`src/rtl/chrmap_pkg.sv`:
```
package chrmap_pkg;
    parameter int CHR_ADDR_W = 13;
    parameter int CHR_PAGE_W = 10;
    parameter int ROW_W      = 8;
    parameter logic [ROW_W-1:0] ROW_CLEAR = 8'hFD;
    parameter logic [ROW_W-1:0] ROW_SET   = 8'hFE;
    localparam int PAGE_IDX_W = CHR_ADDR_W - CHR_PAGE_W;
    localparam int PAGE_CNT   = 1 << PAGE_IDX_W;
    localparam int TABLE_CNT  = 2;
endpackage

```
`src/rtl/chrmap_page_table.sv`:
```
module chrmap_page_table
    import chrmap_pkg::*;
#(
    parameter int OFS_W = 18
) (
    input  logic                  clk,
    input  logic                  rst_n,
    input  logic                  wr_en,
    input  logic [PAGE_IDX_W-1:0] wr_index,
    input  logic [OFS_W-1:0]      wr_data,
    input  logic [PAGE_IDX_W-1:0] rd_index,
    output logic [OFS_W-1:0]      rd_base
);
    typedef logic [OFS_W-1:0] base_t;
    typedef struct packed {
        base_t [PAGE_CNT-1:0] base;
    } tbl_state_t;

    tbl_state_t st_d, st_q;

    always_comb begin
        st_d = st_q;
        if (wr_en) begin
            st_d.base[wr_index] = wr_data;
        end
    end

    always_ff @(posedge clk) begin
        if (!rst_n) begin
            st_q <= '0;
        end else begin
            st_q <= st_d;
        end
    end

    assign rd_base = st_q.base[rd_index];

    // a write is visible in the addressed register on the next cycle
    a_r9_write_lands: assert property (@(posedge clk) disable iff (!rst_n)
        wr_en |=> st_q.base[$past(wr_index)] == $past(wr_data));
endmodule

```
`src/rtl/chrmap_fetch_latch.sv`:
```
module chrmap_fetch_latch
    import chrmap_pkg::*;
(
    input  logic                  clk,
    input  logic                  rst_n,
    input  logic                  mode_en,
    input  logic                  fetch_valid,
    input  logic [CHR_ADDR_W-1:0] fetch_addr,
    output logic [1:0]            latch_q
);
    typedef struct packed {
        logic [1:0] half_latch;
    } latch_state_t;

    latch_state_t st_d, st_q;
    logic             half;
    logic [ROW_W-1:0] row;

    assign half = fetch_addr[CHR_ADDR_W-1];
    assign row  = fetch_addr[CHR_ADDR_W-2 -: ROW_W];

    always_comb begin
        st_d = st_q;
        if (mode_en && fetch_valid) begin
            if (row == ROW_CLEAR) begin
                st_d.half_latch[half] = 1'b0;
            end else if (row == ROW_SET) begin
                st_d.half_latch[half] = 1'b1;
            end
        end
    end

    always_ff @(posedge clk) begin
        if (!rst_n) begin
            st_q <= '0;
        end else begin
            st_q <= st_d;
        end
    end

    assign latch_q = st_q.half_latch;

    // clearing row
    a_r7_clear_row: assert property (@(posedge clk) disable iff (!rst_n)
        (mode_en && fetch_valid && row == ROW_CLEAR) |=> !latch_q[$past(half)]);
    // setting row
    a_r7_set_row: assert property (@(posedge clk) disable iff (!rst_n)
        (mode_en && fetch_valid && row == ROW_SET) |=> latch_q[$past(half)]);
    // the other half's latch is untouched
    a_r5_other_half: assert property (@(posedge clk) disable iff (!rst_n)
        (mode_en && fetch_valid) |=> latch_q[!$past(half)] == $past(latch_q[!half]));
    // latches frozen while the mode is off
    a_r8_frozen: assert property (@(posedge clk) disable iff (!rst_n)
        !mode_en |=> $stable(latch_q));
endmodule

```
`src/rtl/chrmap_bank_latch.sv`:
```
module chrmap_bank_latch
    import chrmap_pkg::*;
#(
    parameter int OFS_W = 18
) (
    input  logic                  clk,
    input  logic                  rst_n,
    input  logic                  latch_mode_en,
    input  logic                  fetch_valid,
    input  logic [CHR_ADDR_W-1:0] fetch_addr,
    input  logic                  wr_en,
    input  logic                  wr_table,
    input  logic [PAGE_IDX_W-1:0] wr_index,
    input  logic [OFS_W-1:0]      wr_base,
    output logic                  map_valid,
    output logic [OFS_W-1:0]      map_addr
);
    localparam int EXT_W = OFS_W - CHR_ADDR_W;

    typedef struct packed {
        logic             valid;
        logic [OFS_W-1:0] addr;
    } out_state_t;

    out_state_t st_d, st_q;

    logic [PAGE_IDX_W-1:0] page;
    logic [1:0]            latch_q;
    logic [OFS_W-1:0]      tbl_base [TABLE_CNT];
    logic                  use_alt;
    logic [OFS_W-1:0]      sel_base;

    assign page = fetch_addr[CHR_ADDR_W-1 -: PAGE_IDX_W];

    for (genvar t = 0; t < TABLE_CNT; t++) begin : g_table
        chrmap_page_table #(.OFS_W(OFS_W)) u_tbl (
            .clk      (clk),
            .rst_n    (rst_n),
            .wr_en    (wr_en && (wr_table == t[0])),
            .wr_index (wr_index),
            .wr_data  (wr_base),
            .rd_index (page),
            .rd_base  (tbl_base[t])
        );
    end

    chrmap_fetch_latch u_latch (
        .clk         (clk),
        .rst_n       (rst_n),
        .mode_en     (latch_mode_en),
        .fetch_valid (fetch_valid),
        .fetch_addr  (fetch_addr),
        .latch_q     (latch_q)
    );

    assign use_alt  = latch_mode_en && latch_q[fetch_addr[CHR_ADDR_W-1]];
    assign sel_base = use_alt ? tbl_base[1] : tbl_base[0];

    always_comb begin
        st_d       = st_q;
        st_d.valid = fetch_valid;
        if (fetch_valid) begin
            st_d.addr = sel_base + {{EXT_W{1'b0}}, fetch_addr};
        end
    end

    always_ff @(posedge clk) begin
        if (!rst_n) begin
            st_q <= '0;
        end else begin
            st_q <= st_d;
        end
    end

    assign map_valid = st_q.valid;
    assign map_addr  = st_q.addr;

    // valid follows the strobe by one cycle
    a_r3_valid_follows: assert property (@(posedge clk) disable iff (!rst_n)
        fetch_valid |=> map_valid);
    a_r3_no_spurious: assert property (@(posedge clk) disable iff (!rst_n)
        !fetch_valid |=> !map_valid);
    // output holds while idle
    a_r3_hold_idle: assert property (@(posedge clk) disable iff (!rst_n)
        !fetch_valid |=> $stable(map_addr));
endmodule

```
`config.mk`:
```
export PLATFORM = sky130hd
export DESIGN_NAME = chrmap_bank_latch
export DESIGN_NICKNAME = d
export VERILOG_FILES = /design/src/rtl/chrmap_pkg.sv /design/src/rtl/chrmap_page_table.sv /design/src/rtl/chrmap_fetch_latch.sv /design/src/rtl/chrmap_bank_latch.sv
export SDC_FILE = /design/constraint.sdc
export NUM_CORES = 1
export LEC_CHECK = 0
export BUFFER_PORTS_ARGS = -buffer_cell sky130_fd_sc_hd__buf_4
export CORE_MARGIN = 3
export CORE_UTILIZATION = 45
export CTS_BUF_LIST = sky130_fd_sc_hd__clkbuf_8
export DETAILED_ROUTE_END_ITERATION = 10
export GPL_ROUTABILITY_DRIVEN = 0
export PLACE_DENSITY = 0.72
export RECOVER_POWER = 50
export SYNTH_ARGS = -nofsm -noshare
export SYNTH_HDL_FRONTEND = slang
export SYNTH_SLANG_ARGS = --single-unit
```
`constraint.sdc`:
```
create_clock -name clk -period 10.8 [get_ports clk]
set_clock_uncertainty 0.05 [all_clocks]
set_input_delay 2.7 -clock clk [delete_from_list [all_inputs] [get_ports clk]]
set_output_delay 2.7 -clock clk [all_outputs]
set_load 0.05 [all_outputs]
```
==> flow_metrics.py, run 1 <==
metrics = {
    "layout": {
        "final_layout_size_suffix_gt1_share_pct": 12.55,
        "final_nets": 1650,
        "final_area_mm2": 0.01515,
        "areaGrowthSynthToFinish_pct": 10.49,
        "final_util_pct": 50.84,
        "final_cell_mix": "nand2_1 (607), dfxtp_1 (309), a21oi_1 (305)",
        "final_common_cell": "nand2_1",
        "fillers": 2748,
    },
    "power": {
        "static-leakage-power_uw": 0.005255,
        "p_per_area_mw_per_mm2": 156.7,
        "vdd_drop_max_mv": 0.07962,
        "power_uw": 2373,
    },
    "worst_setup_path": {
        "startpoint_type": "primary input",
        "crit_path_end": "map_addr[1]$_SDFFE_PN0P_",
        "r2r_cells": 10,
        "cp_data_arrival_time_ns": 8.60,
        "r2r_setup_slack_ns": 6.82,
        "worstSetupPathType": "primary input to register",
        "crit_start": "rst_n",
        "r2r-end": "map_addr[17]$_SDFFE_PN0P_",
        "required_ns": 11.22,
        "cp_max_fo": 138,
        "critPathCaptureType": "register",
    },
    "cts": {
        "ctsHtreeMaxLevel": 2,
        "clk_pin_slew_ns": 0.06,
        "cts_tree": "built",
        "cts-resized-gates": 0,
        "insertion_delay_ns": 0.58,
        "cts_setup_buffers": 0,
        "clockRootBuffer": "clkbuf_8",
        "cts_buffers": 49,
        "postCtsHoldBufs": 0,
        "clk_path_buf_depth": 3,
        "clock_sinks": 309,
    },
    "grt": {
        "grtUsageTotal_pct": 24.84,
        "antenna_found_initial": 1,
        "grt_pass1_wl_um": 65010,
        "overflow": 0,
        "grt_start_max_net_pins": 139,
        "grt_pass1_vias": 11435,
    },
    "sta": {
        "hold_viol_final": 0,
        "rsz0062_at_grt": "no",
        "min_period_ns": 8.182,
        "fmax_mhz": 122.2,
        "tns_ns": 0,
        "fin_crit_sh_pct": 75.76,
        "drv_slew": 139,
        "relSlewSlack_pct": -221.1,
        "whs_ns": 0.4016,
        "tightest_slew_ns": 4.790,
        "setup_violations": 0,
    },
    "run": {
        "maxCapViolations": 1,
    },
    "synthesis": {
        "synthTopCellsByArea": "dfxtp_1 (45%), nand2_1 (17%), a21oi_1 (11%), mux4_2 (11%), mux4_1 (3.6%)",
        "syn-cell-area_mm2": 0.01371,
        "synth-seq-cells": 309,
        "ys_warn_count": 0,
        "synth_top_area_cell": "dfxtp_1",
        "synth_top_area_share_pct": 45.12,
        "yosysSeqAreaShare_pct": 45.12,
        "synth_edf_count": 0,
        "ys_types": 56,
        "async_flop_share_pct": 0,
        "ys.flop_type": "dfxtp_1",
        "syn_nets": 1662,
        "synthCells": 1608,
        "syn_area_per_cell_um2": 8.527,
    },
    "route": {
        "first_pass_iters": 5,
        "routed_via_density": 5.839,
        "drc": 0,
        "drtIter0Drc": 1469,
        "vias": 11823,
        "drt-total-wl_um": 41320,
        "antenna_left": 0,
        "wl_per_cell_um": 20.40,
    },
    "placed_design": {
        "place_area_mm2": 0.01420,
        "portBuffers": 58,
        "dp.final_hpwl_um": 25670,
    },
    "floorplan": {
        "ios": 59,
        "core-area_mm2": 0.02980,
        "die_h_um": 180.6,
        "row_count": 63,
        "floorplan.initialDensity_pct": 46.01,
        "die-area_mm2": 0.03260,
        "die_x_um": 180.6,
    },
    "run_status": {
        "status": "finished with violations",
        "violations": "max-capacitance violations, max-slew violations",
    },
    "worst_hold_path": {
        "min_path_type": "register to register",
    },
}
-- power by group --
group          internal (uW)  switching (uW)  leakage [uW]  total [uW]
registers               1160            9.42       0.00250        1170
clock network            563             466      0.000597        1030
logic                   52.5             124       0.00216         176
-- kinds of logic after synthesis --
family | after synthesis | share of synthesized area, %
muxes | 92 | 15.00
xor gates and xnor gates | 8 | 0.5110
and+or+nand+nor | 684 | 19.63
DFF | 309 | 45.12
buffers and inverters | 141 | 4.463
AOI/OAI and AO/OA | 360 | 13.94
adders and majority gates | 14 | 1.332
-- cell type report --
class                      instances  area (um^2)  area share [%]
inverter                           8        31.28          0.2065
timing repair buffer              70        450.4           2.973
clock buffer                      65        894.6           5.906
multi-input combinational       1158         6960           45.95
clock inverter                    24        135.1          0.8920
tap                              390        488.0           3.221
sequential                       309         6186           40.84
antenna                            1        2.502         0.01652
-- flip-flops by register name, summed over array words and instances (netlist names), named ones only --
name	count
map_addr	18
g_table.u_tbl.st_q	288
map_valid	1
-- critical path: stages --
cell        delay (ns)
clkbuf_1          0.23
clkinvlp_2        3.56
buf_4             1.71
a211oi_1          0.33
-- metal layers --
metal	part of all wire [%]	track usage [%]	up-vias	wire, um
met2	46	40.63	627	19130
met1	40	32.60	5623	16570
met5	0	0	-	0
met3	9.8	5.026	117	4067
li1	-	-	5456	-
met4	3.8	9.610	0	1552
-- synth_stat cells, drive strengths merged, types with 2 or more instances --
cell / n
a22oi: 10
nor3: 7
nor2: 31
nand4: 2
a21oi: 305
o21ai: 15
nor4: 2
and3: 5
dfxtp: 309
or2: 2
xnor2: 4
a211oi: 6
o21a: 3
a21boi: 2
and3b: 2
nor2b: 4
nand2b: 4
mux4: 85
ha: 13
mux2i: 6
a31oi: 3
nand2: 607
inv: 8
or3: 3
clkbuf: 111
nand3b: 3
o211ai: 2
nand3: 8
buf: 22
a21o: 6
xor2: 4
-- stage by stage --
step	std cells	setup WS [ns]
5_1_grt	2025	2.230
4_1_cts	2024	4.181
3_3_place_gp	1935	3.692
2_1_floorplan	1608	4.709
6_report	2025	2.618
3_5_place_dp	1935	3.635
-- worst min-delay path by stage --
| stage | from | to | slack [ns] | depth (start not counted) |
|---|---|---|---|---|
| floorplan | g_table[0].u_tbl.st_q[103]$_SDFFE_PN0P_ | g_table[0].u_tbl.st_q[103]$_SDFFE_PN0P_ | 0.38 | 2 |
| global placement | g_table[1].u_tbl.st_q[33]$_SDFFE_PN0P_ | g_table[1].u_tbl.st_q[33]$_SDFFE_PN0P_ | 0.39 | 2 |
| detailed placement | g_table[0].u_tbl.st_q[41]$_SDFFE_PN0P_ | g_table[0].u_tbl.st_q[41]$_SDFFE_PN0P_ | 0.39 | 2 |
| CTS | g_table[0].u_tbl.st_q[41]$_SDFFE_PN0P_ | g_table[0].u_tbl.st_q[41]$_SDFFE_PN0P_ | 0.40 | 2 |
| global route | g_table[0].u_tbl.st_q[37]$_SDFFE_PN0P_ | g_table[0].u_tbl.st_q[37]$_SDFFE_PN0P_ | 0.42 | 2 |
| finish | g_table[1].u_tbl.st_q[42]$_SDFFE_PN0P_ | g_table[1].u_tbl.st_q[42]$_SDFFE_PN0P_ | 0.40 | 2 |
Note: power is estimated with default switching activity, not from simulation.
==> run 2, diff against run 1 <==
--- a/config.mk
+++ b/config.mk
@@ -11,7 +11,7 @@
 export CTS_BUF_LIST = sky130_fd_sc_hd__clkbuf_8
 export DETAILED_ROUTE_END_ITERATION = 10
 export GPL_ROUTABILITY_DRIVEN = 0
-export PLACE_DENSITY = 0.72
+export PLACE_DENSITY = 0.75
 export RECOVER_POWER = 50
 export SYNTH_ARGS = -nofsm -noshare
 export SYNTH_HDL_FRONTEND = slang
==> constraint.sdc (replaced) <==
create_clock -name clk -period 6.8 [get_ports clk]
set_clock_uncertainty 0.05 [all_clocks]
set_input_delay 1.7 -clock clk [delete_from_list [all_inputs] [get_ports clk]]
set_output_delay 1.7 -clock clk [all_outputs]
set_load 0.05 [all_outputs]
==> run 2 against run 1 <==
  * The flow still finishes with violations (max-capacitance violations, max-slew violations)
  * First-iteration DRC count down 3.5%
  * Count of clock-buffer cells in the layout down 4
  * Combinational power up 59%
  * Global-route usage down 0.25 points
  * Via count up 0.58%
  * Hold slack about the same
  * Utilization down 0.24 points
  * Critical endpoint is now g_table[1].u_tbl.st_q[131]$_SDFFE_PN0P_
  * Highest routed layer unchanged
==> flow_metrics.py, run 2 (synthesis gave the netlist of run 1 again) <==
metrics = {
    "run_status": {
        "status": "finished with violations",
        "violations": "max-capacitance violations, max-slew violations",
    },
    "cts": {
        "clk_pin_slew_ns": 0.06,
        "postCtsHoldBufs": 0,
        "cts_buffers": 48,
        "clockRootBuffer": "clkbuf_8",
        "cts_setup_buffers": 0,
        "insertion_delay_ns": 0.60,
        "ctsHtreeMaxLevel": 2,
        "clock_sinks": 309,
        "clk_path_buf_depth": 3,
        "cts_tree": "built",
        "cts-resized-gates": 0,
    },
    "route": {
        "drtIter0Drc": 1418,
        "vias": 11891,
        "routed_via_density": 5.895,
        "wl_per_cell_um": 20.31,
        "first_pass_iters": 5,
        "drt-total-wl_um": 40960,
        "drc": 0,
        "antenna_left": 0,
    },
    "floorplan": {
        "ios": 59,
        "floorplan.initialDensity_pct": 46.01,
        "die_h_um": 180.6,
        "die-area_mm2": 0.03260,
        "die_x_um": 180.6,
        "core-area_mm2": 0.02980,
        "row_count": 63,
    },
    "sta": {
        "tns_ns": 0,
        "setup_violations": 0,
        "whs_ns": 0.4013,
        "relSlewSlack_pct": -78.35,
        "rsz0062_at_grt": "no",
        "min_period_ns": 5.474,
        "fmax_mhz": 182.7,
        "fin_crit_sh_pct": 80.50,
        "tightest_slew_ns": 2.675,
        "hold_viol_final": 0,
        "drv_slew": 240,
    },
    "grt": {
        "grt_pass1_vias": 11549,
        "overflow": 0,
        "grtUsageTotal_pct": 24.60,
        "grt_start_max_net_pins": 163,
        "grt_pass1_wl_um": 64660,
        "antenna_found_initial": 0,
    },
    "layout": {
        "antenna_cells": 0,
        "fin_cells": 2017,
        "largest_reg_flops": 288,
        "regMostFlops": "g_table.u_tbl.st_q",
        "final_cell_mix": "nand2_1 (607), dfxtp_1 (309), a21oi_1 (305)",
        "final_area_mm2": 0.01508,
        "final_layout_size_suffix_gt1_share_pct": 12.42,
        "areaGrowthSynthToFinish_pct": 9.966,
        "final_common_cell": "nand2_1",
        "fillers": 2718,
        "final_util_pct": 50.60,
        "final_nets": 1645,
    },
    "power": {
        "vdd_drop_max_mv": 0.1117,
        "static-leakage-power_uw": 0.005203,
        "p_per_area_mw_per_mm2": 244.1,
    },
    "worst_setup_path": {
        "critPathSlowestCell": "clkinvlp_4",
        "r2r_cells": 10,
        "required_ns": 7.23,
        "worstPathCellList": "clkbuf_1 > clkinvlp_4 > clkbuf_2 > a21oi_1",
        "cp_data_arrival_time_ns": 5.91,
        "critPathCaptureType": "register",
        "cp_max_fo": 162,
        "cp_slowest_stage_delay_ns": 2.05,
        "startpoint_type": "primary input",
        "worstSetupPathType": "primary input to register",
    },
    "placed_design": {
        "dp.cells": 1931,
        "portBuffers": 58,
        "dp.final_hpwl_um": 25760,
        "place_area_mm2": 0.01420,
    },
    "worst_hold_path": {
        "hold_depth": 2,
        "min_path_type": "register to register",
    },
    "run": {
        "maxCapViolations": 2,
    },
}
## run 2: cell count changes in the layout (fill, tap and decap cells not counted), moves of 2 or more
cell,delta
buf_12,+2
nor2_1,-5
buf_4,-8
clkinvlp_4,+2
clkbuf_8,-4
nor2_2,+5
clkbuf_2,+2
## run 2: final cells by class
| cell class | instances | area (um^2) | share of cell area (%) |
|---|---|---|---|
| multi-input combinational | 1158 | 6973 | 46.25 |
| timing repair buffer | 66 | 440.4 | 2.921 |
| tap | 390 | 488.0 | 3.237 |
| sequential | 309 | 6186 | 41.03 |
| inverter | 8 | 33.78 | 0.2241 |
| clock inverter | 25 | 116.4 | 0.7718 |
| clock buffer | 61 | 839.6 | 5.568 |
## run 2: final timing paths
check	slack (ns)	startpoint	end
worst max-delay path	1.33	rst_n	g_table[1].u_tbl.st_q[131]$_SDFFE_PN0P_
worst min-delay path	0.40	g_table[0].u_tbl.st_q[14]$_SDFFE_PN0P_	g_table[0].u_tbl.st_q[14]$_SDFFE_PN0P_
worst max register to register	2.89	register	map_addr[12]$_SDFFE_PN0P_
worst min register to register	0.40	g_table[0].u_tbl.st_q[14]$_SDFFE_PN0P_	g_table[0].u_tbl.st_q[14]$_SDFFE_PN0P_
## run 2: layer usage
layer / GRT usage [%] / vias up / part of all wire [%]
met5: 0 / - / 0
met4: 9.334 / 0 / 2.8
met3: 4.885 / 111 / 9.5
met2: 39.99 / 665 / 47
met1: 32.62 / 5662 / 41
li1: - / 5453 / -
## run 2: through the flow
step / worst slack [ns] / total power, uW
after floorplan: 1.709 / 2086
after global placement: 1.246 / 2169
after detailed placement: 1.201 / 2174
after CTS: 1.783 / 3694
after global routing: 0.9573 / 3793
final: 1.326 / 3681
## run 2: critical path, delay by kind of cell
kind / cells / cell delay, ns
AO/OA/AOI/OAI: 1 / 0.40
buffers and inverters: 3 / 3.68
## run 2: power by group
| group | switching (uW) | total, uW | internal [uW] | leakage (uW) |
|---|---|---|---|---|
| logic | 196 | 280 | 84.0 | 0.00215 |
| clock network | 738 | 1550 | 808 | 0.000559 |
| registers | 15.6 | 1850 | 1840 | 0.00250 |
